## config.mk

```make
export PLATFORM = sky130hd
export DESIGN_NAME = frame_line_seq
export DESIGN_NICKNAME = d
export VERILOG_FILES = /design/src/rtl/frame_seq_pkg.sv /design/src/rtl/line_fetch.sv /design/src/rtl/line_hold.sv /design/src/rtl/frame_line_seq.sv
export SDC_FILE = /design/constraint.sdc
export NUM_CORES = 1
export LEC_CHECK = 0
export BUFFER_PORTS_ARGS = -buffer_cell sky130_fd_sc_hd__buf_2
export CAP_MARGIN = 20
export CORE_UTILIZATION = 42
export DETAILED_ROUTE_END_ITERATION = 10
export PLACE_DENSITY_LB_ADDON = 0.1
export SYNTH_ARGS = -nofsm -noshare
export SYNTH_HDL_FRONTEND = slang
export SYNTH_SLANG_ARGS = --single-unit
export TNS_END_PERCENT = 50
```

## constraint.sdc

```tcl
create_clock -name clk -period 5.12 [get_ports clk]
set_input_delay 0.256 -clock clk [delete_from_list [all_inputs] [get_ports clk]]
set_output_delay 0.256 -clock clk [all_outputs]
set_load 0.1 [all_outputs]
```

## src/rtl/frame_seq_pkg.sv

```systemverilog
package frame_seq_pkg;
  localparam int WORD_W  = 16;
  localparam int NCOEF   = 14;
  localparam int NSLOT   = NCOEF + 1;
  localparam int DATA_W  = NCOEF * WORD_W;

  typedef struct packed {
    logic       wait_next;
    logic       clr;
    logic       last;
    logic [1:0] shift;
    logic       aux;
    logic       silence;
    logic       trig_req;
    logic [1:0] typ;
    logic [3:0] len;
  } hdr_t;

  typedef struct packed {
    hdr_t              hdr;
    logic [WORD_W-1:0] dur;
    logic [DATA_W-1:0] coef;
  } line_t;

  function automatic hdr_t decode_hdr(input logic [WORD_W-1:0] w);
    hdr_t h;
    h.wait_next = w[15];
    h.clr       = w[14];
    h.last      = w[13];
    h.shift     = w[12:11];
    h.aux       = w[8];
    h.silence   = w[7];
    h.trig_req  = w[6];
    h.typ       = w[5:4];
    h.len       = w[3:0];
    return h;
  endfunction
endpackage

```

## src/rtl/line_fetch.sv

```systemverilog
module line_fetch
  import frame_seq_pkg::*;
#(
  parameter int AW = 13
) (
  input  logic              clk,
  input  logic              rst_n,
  input  logic              arm,
  input  logic              start_en,
  input  logic [2:0]        frame_sel,
  output logic              mem_rd,
  output logic [AW-1:0]     mem_addr,
  input  logic [WORD_W-1:0] mem_rdata,
  output logic              p_valid,
  output line_t             p_line,
  input  logic              p_take
);
  typedef enum logic [2:0] {S_PARK, S_TBL, S_HDR, S_WRD, S_DONE} st_e;

  st_e           state_q, state_d;
  logic [AW-1:0] ptr_q, ptr_d;
  hdr_t          hdr_q;
  logic [3:0]    idx_q, idx_d;
  logic          hdr_we, slot_clr, slot_we;
  logic [WORD_W-1:0] slot_q [NSLOT];

  logic [AW-1:0] entry;
  hdr_t          hdr_in;
  assign entry  = mem_rdata[AW-1:0];
  assign hdr_in = decode_hdr(mem_rdata);

  always_comb begin
    state_d  = state_q;
    ptr_d    = ptr_q;
    idx_d    = idx_q;
    mem_rd   = 1'b0;
    mem_addr = ptr_q;
    hdr_we   = 1'b0;
    slot_clr = 1'b0;
    slot_we  = 1'b0;
    case (state_q)
      S_PARK: begin
        if (arm && start_en) begin
          mem_rd   = 1'b1;
          mem_addr = {{(AW-3){1'b0}}, frame_sel};
          state_d  = S_TBL;
        end
      end
      S_TBL: begin
        if (!arm || entry == '0) begin
          state_d = S_PARK;
        end else begin
          mem_rd   = 1'b1;
          mem_addr = entry;
          ptr_d    = AW'(entry + 1'b1);
          state_d  = S_HDR;
        end
      end
      S_HDR: begin
        if (!arm) begin
          state_d = S_PARK;
        end else begin
          hdr_we   = 1'b1;
          slot_clr = 1'b1;
          idx_d    = '0;
          if (hdr_in.len == '0) begin
            state_d = S_DONE;
          end else begin
            mem_rd  = 1'b1;
            ptr_d   = AW'(ptr_q + 1'b1);
            state_d = S_WRD;
          end
        end
      end
      S_WRD: begin
        if (!arm) begin
          state_d = S_PARK;
        end else begin
          slot_we = 1'b1;
          idx_d   = 4'(idx_q + 4'd1);
          if (idx_q == 4'(hdr_q.len - 4'd1)) begin
            state_d = S_DONE;
          end else begin
            mem_rd = 1'b1;
            ptr_d  = AW'(ptr_q + 1'b1);
          end
        end
      end
      S_DONE: begin
        if (!arm) begin
          state_d = S_PARK;
        end else if (p_take) begin
          if (hdr_q.last) begin
            state_d = S_PARK;
          end else begin
            mem_rd  = 1'b1;
            ptr_d   = AW'(ptr_q + 1'b1);
            state_d = S_HDR;
          end
        end
      end
      default: state_d = S_PARK;
    endcase
  end

  always_ff @(posedge clk or negedge rst_n) begin
    if (!rst_n) begin
      state_q <= S_PARK;
      ptr_q   <= '0;
      idx_q   <= '0;
      hdr_q   <= '0;
    end else begin
      state_q <= state_d;
      ptr_q   <= ptr_d;
      idx_q   <= idx_d;
      if (hdr_we) hdr_q <= hdr_in;
    end
  end

  for (genvar i = 0; i < NSLOT; i++) begin : g_slot
    always_ff @(posedge clk or negedge rst_n) begin
      if (!rst_n)                                slot_q[i] <= '0;
      else if (slot_clr)                         slot_q[i] <= '0;
      else if (slot_we && idx_q == 4'(i))        slot_q[i] <= mem_rdata;
    end
  end

  for (genvar k = 0; k < NCOEF; k++) begin : g_coef
    assign p_line.coef[k*WORD_W +: WORD_W] = slot_q[k+1];
  end
  assign p_line.hdr = hdr_q;
  assign p_line.dur = slot_q[0];
  assign p_valid    = (state_q == S_DONE);

  // word capture never runs past the length field
  p_wrd_len_r2: assert property (@(posedge clk) disable iff (!rst_n)
    (state_q == S_WRD) |-> (idx_q < hdr_q.len));
endmodule

```

## src/rtl/line_hold.sv

```systemverilog
module line_hold
  import frame_seq_pkg::*;
(
  input  logic  clk,
  input  logic  rst_n,
  input  logic  arm,
  input  logic  trig,
  input  logic  p_valid,
  input  line_t p_line,
  output logic  p_take,
  input  logic  ln_ready,
  output logic  ln_valid,
  output line_t ln_line,
  output logic  aux_o
);
  logic  full_q, full_d;
  logic  wait_q, wait_d;
  logic  aux_q, aux_d;
  line_t line_q;
  logic  trig_ok, fire;

  assign trig_ok  = trig || !(line_q.hdr.trig_req || wait_q);
  assign ln_valid = full_q && arm && trig_ok;
  assign fire     = ln_valid && ln_ready;
  assign p_take   = p_valid && arm && (!full_q || fire);

  always_comb begin
    full_d = full_q;
    wait_d = wait_q;
    aux_d  = aux_q;
    if (!arm) begin
      full_d = 1'b0;
      wait_d = 1'b0;
    end else begin
      if (p_take)    full_d = 1'b1;
      else if (fire) full_d = 1'b0;
      if (fire)      wait_d = line_q.hdr.wait_next;
    end
    if (fire) aux_d = line_q.hdr.aux;
  end

  always_ff @(posedge clk or negedge rst_n) begin
    if (!rst_n) begin
      full_q <= 1'b0;
      wait_q <= 1'b0;
      aux_q  <= 1'b0;
      line_q <= '0;
    end else begin
      full_q <= full_d;
      wait_q <= wait_d;
      aux_q  <= aux_d;
      if (p_take) line_q <= p_line;
    end
  end

  assign ln_line = line_q;
  assign aux_o   = aux_q;

  // a triggered line is offered only with the trigger level high
  p_gate_r5: assert property (@(posedge clk) disable iff (!rst_n)
    (ln_valid && ln_line.hdr.trig_req) |-> trig);
  // a line after a wait line is offered only with the trigger level high
  p_wait_r6: assert property (@(posedge clk) disable iff (!rst_n)
    (ln_valid && wait_q) |-> trig);
  // nothing is offered while disarmed
  p_disarm_r7: assert property (@(posedge clk) disable iff (!rst_n)
    !arm |-> !ln_valid);
  // an offered but unaccepted line is kept unchanged
  p_hold_r9: assert property (@(posedge clk) disable iff (!rst_n)
    (ln_valid && !ln_ready) |=> $stable(ln_line));
  // aux level follows the accepted line
  p_aux_r10: assert property (@(posedge clk) disable iff (!rst_n)
    (ln_valid && ln_ready) |=> (aux_o == $past(ln_line.hdr.aux)));
endmodule

```

## src/rtl/frame_line_seq.sv

```systemverilog
module frame_line_seq
  import frame_seq_pkg::*;
#(
  parameter int AW = 13
) (
  input  logic              clk,
  input  logic              rst_n,
  input  logic              arm,
  input  logic              start_en,
  input  logic [2:0]        frame_sel,
  input  logic              ext_trig,
  input  logic              soft_trig,
  output logic              mem_rd,
  output logic [AW-1:0]     mem_addr,
  input  logic [WORD_W-1:0] mem_rdata,
  output logic              ln_valid,
  input  logic              ln_ready,
  output logic [1:0]        ln_typ,
  output logic [1:0]        ln_shift,
  output logic              ln_trigger,
  output logic              ln_wait,
  output logic              ln_end,
  output logic              ln_clear,
  output logic              ln_silence,
  output logic              ln_aux,
  output logic [WORD_W-1:0] ln_dur,
  output logic [DATA_W-1:0] ln_data,
  output logic              aux_out
);
  logic  p_valid, p_take;
  line_t p_line, o_line;

  line_fetch #(.AW(AW)) u_fetch (
    .clk(clk), .rst_n(rst_n), .arm(arm), .start_en(start_en),
    .frame_sel(frame_sel), .mem_rd(mem_rd), .mem_addr(mem_addr),
    .mem_rdata(mem_rdata), .p_valid(p_valid), .p_line(p_line),
    .p_take(p_take)
  );

  line_hold u_hold (
    .clk(clk), .rst_n(rst_n), .arm(arm), .trig(ext_trig | soft_trig),
    .p_valid(p_valid), .p_line(p_line), .p_take(p_take),
    .ln_ready(ln_ready), .ln_valid(ln_valid), .ln_line(o_line),
    .aux_o(aux_out)
  );

  assign ln_typ     = o_line.hdr.typ;
  assign ln_shift   = o_line.hdr.shift;
  assign ln_trigger = o_line.hdr.trig_req;
  assign ln_wait    = o_line.hdr.wait_next;
  assign ln_end     = o_line.hdr.last;
  assign ln_clear   = o_line.hdr.clr;
  assign ln_silence = o_line.hdr.silence;
  assign ln_aux     = o_line.hdr.aux;
  assign ln_dur     = o_line.dur;
  assign ln_data    = o_line.coef;

  // a held-low arm stops all memory traffic
  p_disarm_idle_r7: assert property (@(posedge clk) disable iff (!rst_n)
    (!arm && $past(!arm)) |-> !mem_rd);
  // with starts disabled and no line in flight, memory stays idle
  p_nostart_r8: assert property (@(posedge clk) disable iff (!rst_n)
    (!start_en && $past(!start_en) && $past(!arm)) |-> !mem_rd);
endmodule

```

==> flow_summary.json, run 1 <==
{
  "irDropWorstVdd_v": 0.000600,
  "ctsResizeCount": 0,
  "ios": 292,
  "drtPass1Iterations": 5,
  "row_count": 83,
  "yosys.cell_types.count": 67,
  "cts_hold_buf": 2,
  "status": "complete, no violations",
  "tns_ps": 0,
  "cts.sinks": 527,
  "worstSetupPathType": "in2out",
  "cts_setup_buffers": 0,
  "required_ps": 4860,
  "multiInputGateArea_mm2": 0.00789,
  "dieWidth_um": 230,
  "ys_seq_elements": 527,
  "cp.arrival_ps": 3110,
  "hold_violations": 0,
  "cts_root_buf": "clkbuf_16",
  "cts.clk_slew.worst_paths_ps": 60,
  "startpoint_type": "primary input",
  "drc_errors": 0,
  "timing.fmax_mhz": 297,
  "die_h_um": 230,
  "syn_avg_cell_area_um2": 13.0,
  "syn_to_final_growth_pct": 17.1,
  "hold_end": "u_hold.aux_o",
  "mostFrequentLayoutCell": "dfrtp_1",
  "period_minus_slack_ps": 3360,
  "r2r_start": "u_fetch.state_q[0]",
  "power.density_mw_per_mm2": 410,
  "synth.yosys.seq_area_share_pct": 60.6,
  "wl_per_cell_um": 21.9,
  "num_vias": 13700,
  "avgViaCountPerCell": 5.19,
  "r2r_slack_ps": 2060,
  "hp-start": "ln_ready",
  "synth_top_family_by_area": "multiplexers",
  "antenna_found_initial": 1,
  "synthMuxAreaShare_pct": 23.4,
  "ys.flop_type": "dfrtp_1",
  "async_flop_share_pct": 100,
  "numCtsBuffers": 56,
  "synth_xor_area_share_pct": 0.472,
  "finalPower_mw": 10.4,
  "drtAntennaViolNets": 0,
  "hold_ws_ps": 77.2,
  "dp_hpwl_um": 35600,
  "cap_viol_max_count": 0,
  "syn_nets": 1709,
  "htreeDepth": 2,
  "finalCritPeriodShare_pct": 65.7,
  "grt_use_total_pct": 22.3,
  "setup_viol": 0,
  "layoutNonFillerInstCount": 2647,
  "crit_fanout": 19,
  "tightestPinTransition_ps": 1070,
  "synth_fa_ha_area_share_pct": 0.345,
  "finClkSkew_ps": 16.7,
  "io_buffers": 291,
  "gp_congestion": 0.817,
  "synth_enable_flop_cells": 0,
  "syn_area_mm2": 0.0218,
  "grt_max_degree": 171,
  "drt_wl_total_um": 58100,
  "core_area_mm2": 0.0512,
  "clk_path_buf_depth": 3,
  "grt-ovfl-total": 0,
  "critPathLaunch": "mem_rdata[7]",
  "drv_slew": 0,
  "cts_tree": "yes",
  "hold_path.class": "in2reg",
  "r2r-end": "u_hold.ln_line[183]",
  "layout_common_cells": "527 x dfrtp_1, 290 x buf_2, 243 x nor2_1",
  "worst_setup_path_end_kind": "output port",
  "synth_compound_area_share_pct": 2.66,
  "clk_latency_ps": 600,
  "r2r_cells": 4,
  "grt_pass1_wl_um": 88900,
  "drive_gt1_share_pct": 31.0,
  "nNetsFinal": 1957,
  "dp_cells": 2545,
  "rsz0062_at_grt": "no",
  "leakagePower_nw": 15.2,
  "hold_depth": 3,
  "ff_latch_area_mm2": 0.0132,
  "ys.warnings.count": 0,
  "fillCellCount": 4518,
  "die_area_mm2": 0.0527,
  "grt_pass1_vias": 13700,
  "maxSlewHeadroom_pct": 28.6,
  "netlist_instances": 1677,
  "yosys.area_share.simple_pct": 9.24,
  "start_util_pct": 42.5,
  "drt_iter0_drc": 976
}
[flip-flops by register name, indices dropped and copies added (netlist names)]
register	count
u_fetch.ptr_q	13
u_hold.ln_line	250
u_hold.aux_o	1
u_fetch.state_q	3
u_fetch.p_line	254
u_fetch.idx_q	4
u_hold.wait_q	1
u_hold.full_q	1
[where the power goes]
part / internal [mW] / switching, mW / total (mW)
sequential: 4.45 / 0.207 / 4.66
combinational: 0.392 / 1.43 / 1.82
clock: 2.30 / 1.64 / 3.94
[metrics by stage]
| step | util [%] | area (um2) | worst slack [ps] |
|---|---|---|---|
| finish | 49.7 | 25500 | 1760 |
| global route | 49.7 | 25500 | 1600 |
| CTS | 49.7 | 25500 | 1760 |
| detailed placement | 46.2 | 23700 | 1780 |
| global placement | 46.2 | 23700 | 1790 |
| floorplan | - | 21800 | 2480 |
[critical path: stages]
cell	delay, ps
buf_2	90
buf_4	270
nor3_1	780
nand4_1	230
nand4b_1	630
nand3_1	200
nand2_1	170
buf_2	450
[layout make-up]
| type | instances | area share [%] |
|---|---|---|
| sequential | 527 | 51.8 |
| multi-input combinational | 1020 | 31.0 |
| timing repair buffer | 313 | 6.77 |
| clock buffer | 84 | 6.44 |
| tap | 680 | 3.34 |
| clock inverter | 15 | 0.565 |
| inverter | 7 | 0.103 |
| antenna | 1 | 0.00983 |
[Yosys cell counts, drive strengths merged (4+ instances only)]
cell type	n	area, um2
clkbuf	55	206
nand3	33	213
nand4	7	43.8
nor2	244	916
o211a	4	40.0
xnor2	4	35.0
dfrtp	527	13200
a22oi	4	62.6
mux2	252	2840
a221o	4	40.0
and2	6	37.5
a21oi	7	35.0
xor2	5	43.8
inv	7	26.3
nor3	7	45.0
mux2i	226	2260
nand2	126	548
ha	6	75.1
o21ai	32	160
and3	9	56.3
buf	68	464
nor2b	4	25.0
[layer usage]
metal  routed length [um]  GRT usage, %
met4                 1160          5.48
met1                26300          31.2
met2                28300          36.2
met5                    0             0
met3                 2350          3.64
[cells by family (layout without fill, tap and decap cells)]
group | Yosys count | count (layout)
muxes | 478 | 478
AOI/OAI and AO/OA | 78 | 78
adders and majority gates | 6 | 6
xor gates and xnor gates | 10 | 10
other | 0 | 1
and+or+nand+nor | 448 | 448
DFF | 527 | 527
buffers and inverters | 130 | 419
[worst max-delay path by stage]
stage,cells after the start,end
floorplan,5,mem_rd
global placement,9,u_fetch.ptr_q[2]
detailed placement,9,u_fetch.ptr_q[2]
CTS,4,mem_addr[1]
global route,4,mem_addr[1]
finish,8,mem_addr[12]
Power figures use the tool's default switching activity.
==> run 2: changes to the inputs <==
- clock period: 5.12 -> 3.4 ns (I/O delays scaled with it)
==> flow_summary.json, run 2 (synthesis results as in run 1) <==
{
  "status": "complete, no violations",
  "grt_max_degree": 126,
  "hold_path.class": "in2reg",
  "drtPass1Iterations": 5,
  "internal-power_mw": 11.1,
  "worst_setup_path_end_kind": "output port",
  "syn_to_final_growth_pct": 18.9,
  "period_minus_slack_ps": 2970,
  "cts_tree": "yes",
  "finClkSkew_ps": 10.5,
  "gp_congestion": 0.797,
  "drt_iter0_drc": 887,
  "r2r_start": "u_fetch.state_q[1]",
  "sequentialPowerShare_pct": 43.8,
  "grt_pass1_vias": 14000,
  "drv_slew": 0,
  "cts.clk_slew.worst_paths_ps": 60,
  "power.density_mw_per_mm2": 622,
  "maxSlewHeadroom_pct": 40.9,
  "grt-ovfl-total": 0,
  "hp-start": "mem_rdata[0]",
  "p_comb_share_pct": 17.2,
  "start_util_pct": 42.5,
  "drc_errors": 0,
  "required_ps": 3230,
  "startpoint_type": "flip-flop",
  "drive_gt1_share_pct": 32.1,
  "crit_fanout": 15,
  "ios": 292,
  "cts.sinks": 527,
  "finalCritPeriodShare_pct": 87.3,
  "cap_viol_max_count": 0,
  "clk_path_buf_depth": 3,
  "drt_wl_total_um": 58700,
  "die_h_um": 230,
  "rsz0062_at_grt": "no",
  "worstSetupPathType": "reg2out",
  "core_area_mm2": 0.0512,
  "htreeDepth": 2,
  "timing.fmax_mhz": 337,
  "layout_common_cells": "527 x dfrtp_1, 290 x buf_2, 243 x nor2_1",
  "wl_per_cell_um": 22.0,
  "setup_viol": 0,
  "grt_pass1_wl_um": 89700,
  "drtAntennaViolNets": 0,
  "tns_ps": 0,
  "io_buffers": 291,
  "nNetsFinal": 1981,
  "r2r_slack_ps": 540,
  "antenna_found_initial": 3,
  "irDropWorstVdd_v": 0.000695,
  "tightestPinTransition_ps": 886,
  "timing.final.ws_setup_ps": 431,
  "clock_power_share_pct": 39.1,
  "avgViaCountPerCell": 5.18,
  "numCtsBuffers": 56,
  "leakagePower_nw": 15.4,
  "dieWidth_um": 230,
  "clk_latency_ps": 610,
  "largest_reg_flops": 254,
  "hold_violations": 0,
  "critPathLaunch": "u_fetch.state_q[1]",
  "post-route-util_pct": 50.5,
  "place_ws_ps": 620,
  "mostFrequentLayoutCell": "dfrtp_1",
  "cp.arrival_ps": 2800,
  "switching_power_mw": 4.96,
  "grt_use_total_pct": 22.5,
  "die_area_mm2": 0.0527,
  "cts_root_buf": "clkbuf_16",
  "row_count": 83,
  "num_vias": 13800,
  "switching_share_pct": 30.8,
  "dp_hpwl_um": 36400
}
run 2: changes by cell type in the layout (fill, tap and decap cells not counted), sizes merged:
cell | previous run | this run
clkinvlp | 0 | 1
bufinv | 2 | 6
inv | 7 | 8
buf | 311 | 334
clkbuf | 84 | 79
clkinv | 13 | 10
dlygate4sd3 | 2 | 3
run 2: routing by layer:
metal,track usage [%],part of all wire [%]
met1,31.5,45
met2,36.2,48
met3,3.95,4.2
met4,5.73,2.0
met5,0,0
run 2: timing repair:
item | 4_1_cts | 5_1_grt
endpoints found under the setup margin | 0 | 0
gates resized for setup | 0 | 0
setup buffers | 0 | 0
hold endpoints to repair | 91 | 0
hold buffers | 3 | 0
run 2: per-stage QoR:
stage | cells | instance area (um2) | power [mW] | hold slack (ps)
detailed placement | 2568 | 23900 | 9.92 | 309
finish | 2669 | 25900 | 16.1 | 40.2
global route | 2669 | 25900 | 16.7 | 44.6
CTS | 2668 | 25900 | 16.3 | 1.43
floorplan | 1677 | 21800 | 9.16 | -126
global placement | 2568 | 23900 | 9.88 | 280
run 2: cell type report:
class                      count  area (um2)
fill                        4508       25300
sequential                   527       13200
multi-input combinational   1020        7890
timing repair buffer         337        2010
clock buffer                  79        1640
tap                          680         851
clock inverter                18         260
inverter                       7        26.3
antenna                        1        2.50
run 2: worst paths after layout:
check,to,cells past startpoint
max in group asynchronous,u_fetch.p_line[60],4
worst max-delay path,mem_rd,6
min in group asynchronous,u_hold.ln_line[232],2
worst max register to register,u_fetch.ptr_q[12],9
worst min-delay path,u_fetch.state_q[2],4
worst min register to register,u_fetch.p_line[96],2
run 2: power groups by stage:
stage	clock network [mW]	registers, mW	logic, mW
floorplan	0	7.67	1.50
global placement	0	7.14	2.75
detailed placement	0	7.15	2.77
CTS	6.44	7.03	2.79
global route	6.70	7.09	2.95
finish	6.28	7.04	2.76
run 2: critical path: stages, from the launching register on:
cell and delay, ps:
dfrtp_1 560, or3b_1 590, nor2_1 150, o21a_2 180
nand3_1 130, nand3_1 110, buf_2 460
==> run 3: changes to the inputs <==
- CORE_ASPECT_RATIO: not set -> 1.25
- CTS_CLUSTER_SIZE: not set -> 16
- TNS_END_PERCENT: 50 -> 10
==> flow_summary.json, run 3 (synthesis results as in run 1) <==
{
  "sequentialPowerShare_pct": 44.4,
  "cts.sinks": 527,
  "grt_max_degree": 104,
  "antenna_found_initial": 0,
  "start_util_pct": 42.8,
  "finalCritPeriodShare_pct": 91.4,
  "multiInputGateArea_mm2": 0.00789,
  "drtPass1Iterations": 7,
  "cts_root_buf": "clkbuf_16",
  "tightestPinTransition_ps": 936,
  "row_count": 92,
  "die_h_um": 256,
  "finClkSkew_ps": 13.2,
  "p_comb_share_pct": 17.5,
  "num_vias": 13700,
  "drc_errors": 0,
  "setup_viol": 0,
  "startpoint_type": "flip-flop",
  "grt-ovfl-total": 0,
  "irDropWorstVdd_v": 0.000459,
  "tns_ps": 0,
  "ios": 292,
  "cp.arrival_ps": 2940,
  "switching_power_mw": 4.96,
  "dp_hpwl_um": 37100,
  "grt_pass1_vias": 14200,
  "drtAntennaViolNets": 0,
  "layout_common_cells": "527 x dfrtp_1, 290 x buf_2, 243 x nor2_1",
  "required_ps": 3230,
  "timing.fmax_mhz": 322,
  "rsz0062_at_grt": "no",
  "cts_setup_buffers": 0,
  "clk_latency_ps": 600,
  "syn_to_final_growth_pct": 18.1,
  "switching_share_pct": 31.2,
  "drv_slew": 0,
  "gp_congestion": 0.898,
  "crit_fanout": 16,
  "mostFrequentLayoutCell": "dfrtp_1",
  "status": "complete, no violations",
  "hold_ws_ps": 66.7,
  "clock_power_share_pct": 38.1,
  "maxSlewHeadroom_pct": 37.1,
  "nNetsFinal": 1978,
  "htreeDepth": 2,
  "diodes": 0,
  "numCtsBuffers": 53,
  "avgViaCountPerCell": 5.16,
  "drt_iter0_drc": 773,
  "leakagePower_nw": 15.3,
  "core_area_mm2": 0.0508,
  "fillCellCount": 4459,
  "cts_tree": "yes",
  "worstSetupPathType": "reg2out",
  "worst_setup_path_end_kind": "output port",
  "hold_path.class": "in2reg",
  "wl_per_cell_um": 22.5,
  "cts.clk_slew.worst_paths_ps": 60,
  "cap_viol_max_count": 0,
  "drt_wl_total_um": 59500,
  "grt_use_total_pct": 23.2,
  "dieWidth_um": 206,
  "power.density_mw_per_mm2": 619,
  "largest_reg_flops": 254,
  "io_buffers": 291,
  "period_minus_slack_ps": 3110,
  "grt_pass1_wl_um": 92000,
  "ff_latch_area_mm2": 0.0132,
  "drive_gt1_share_pct": 31.9,
  "hold_violations": 0,
  "internal-power_mw": 10.9,
  "die_area_mm2": 0.0527,
  "clk_path_buf_depth": 3
}
run 3: cell types whose count changed in the layout (fill, tap and decap cells not counted), sizes merged:
cell | before | now
bufinv | 6 | 5
clkbuf | 79 | 81
clkinv | 10 | 9
diode | 1 | 0
inv | 8 | 9
run 3: through the flow:
| stage | area (um2) | instances | util, % | worst slack (ps) | total power [mW] |
|---|---|---|---|---|---|
| after detailed placement | 23800 | 2546 | 47.0 | 518 | 9.97 |
| after floorplan | 21800 | 1677 | - | 850 | 9.16 |
| after global placement | 23800 | 2546 | 47.0 | 554 | 9.93 |
| after global routing | 25700 | 2647 | 50.6 | 109 | 16.6 |
| final | 25700 | 2647 | 50.6 | 292 | 15.9 |
| after CTS | 25700 | 2647 | 50.6 | 263 | 16.1 |
run 3: power groups by stage:
stage                     combinational (mW)  sequential [mW]  clock [mW]
after global placement                  2.77             7.16           0
after floorplan                         1.50             7.67           0
after CTS                               2.81             7.06        6.23
final                                   2.78             7.06        6.06
after global routing                    2.97             7.11        6.48
after detailed placement                2.80             7.17           0
run 3: final timing paths:
| kind | start | slack (ps) | endpoint | cells after the start |
|---|---|---|---|---|
| min | mem_rdata[2] | 70 | u_fetch.state_q[2] | 4 |
| max | u_fetch.state_q[2] | 290 | mem_addr[0] | 5 |
| min reg2reg | u_fetch.p_line[108] | 470 | u_fetch.p_line[108] | 2 |
| max in group asynchronous | rst_n | 2130 | u_hold.ln_line[136] | 4 |
| max reg2reg | u_fetch.state_q[1] | 470 | u_fetch.ptr_q[12] | 9 |
| min in group asynchronous | rst_n | 150 | u_hold.ln_line[153] | 2 |
run 3: critical path, cell delays in order (launching register included):
cell and delay [ps]:
dfrtp_1 440, and2b_1 340, nand4b_1 570, and3_1 440, a221o_1 250, buf_2 290
run 3: what timing repair did:
item,4_1_cts,5_1_grt
hold endpoints to repair,82,0
gates resized for setup,0,0
hold buffers,3,0
setup endpoints to repair,0,0
run 3: metal layers:
layer	global-route usage [%]	wire length, um	vias to the layer above
met5	0	0	-
met4	5.25	1010	0
met3	5.82	3530	73
met2	37.9	29000	302
met1	31.0	26000	7036
li1	-	-	6251
run 3: layout make-up:
type	instances	share of cell area, %
Inverter	7	0.102
Sequential cell	527	51.3
Clock buffer	81	6.20
Multi-Input combinational cell	1020	30.7
Clock inverter	17	0.857
Tap cell	658	3.20
Timing Repair Buffer	337	7.62
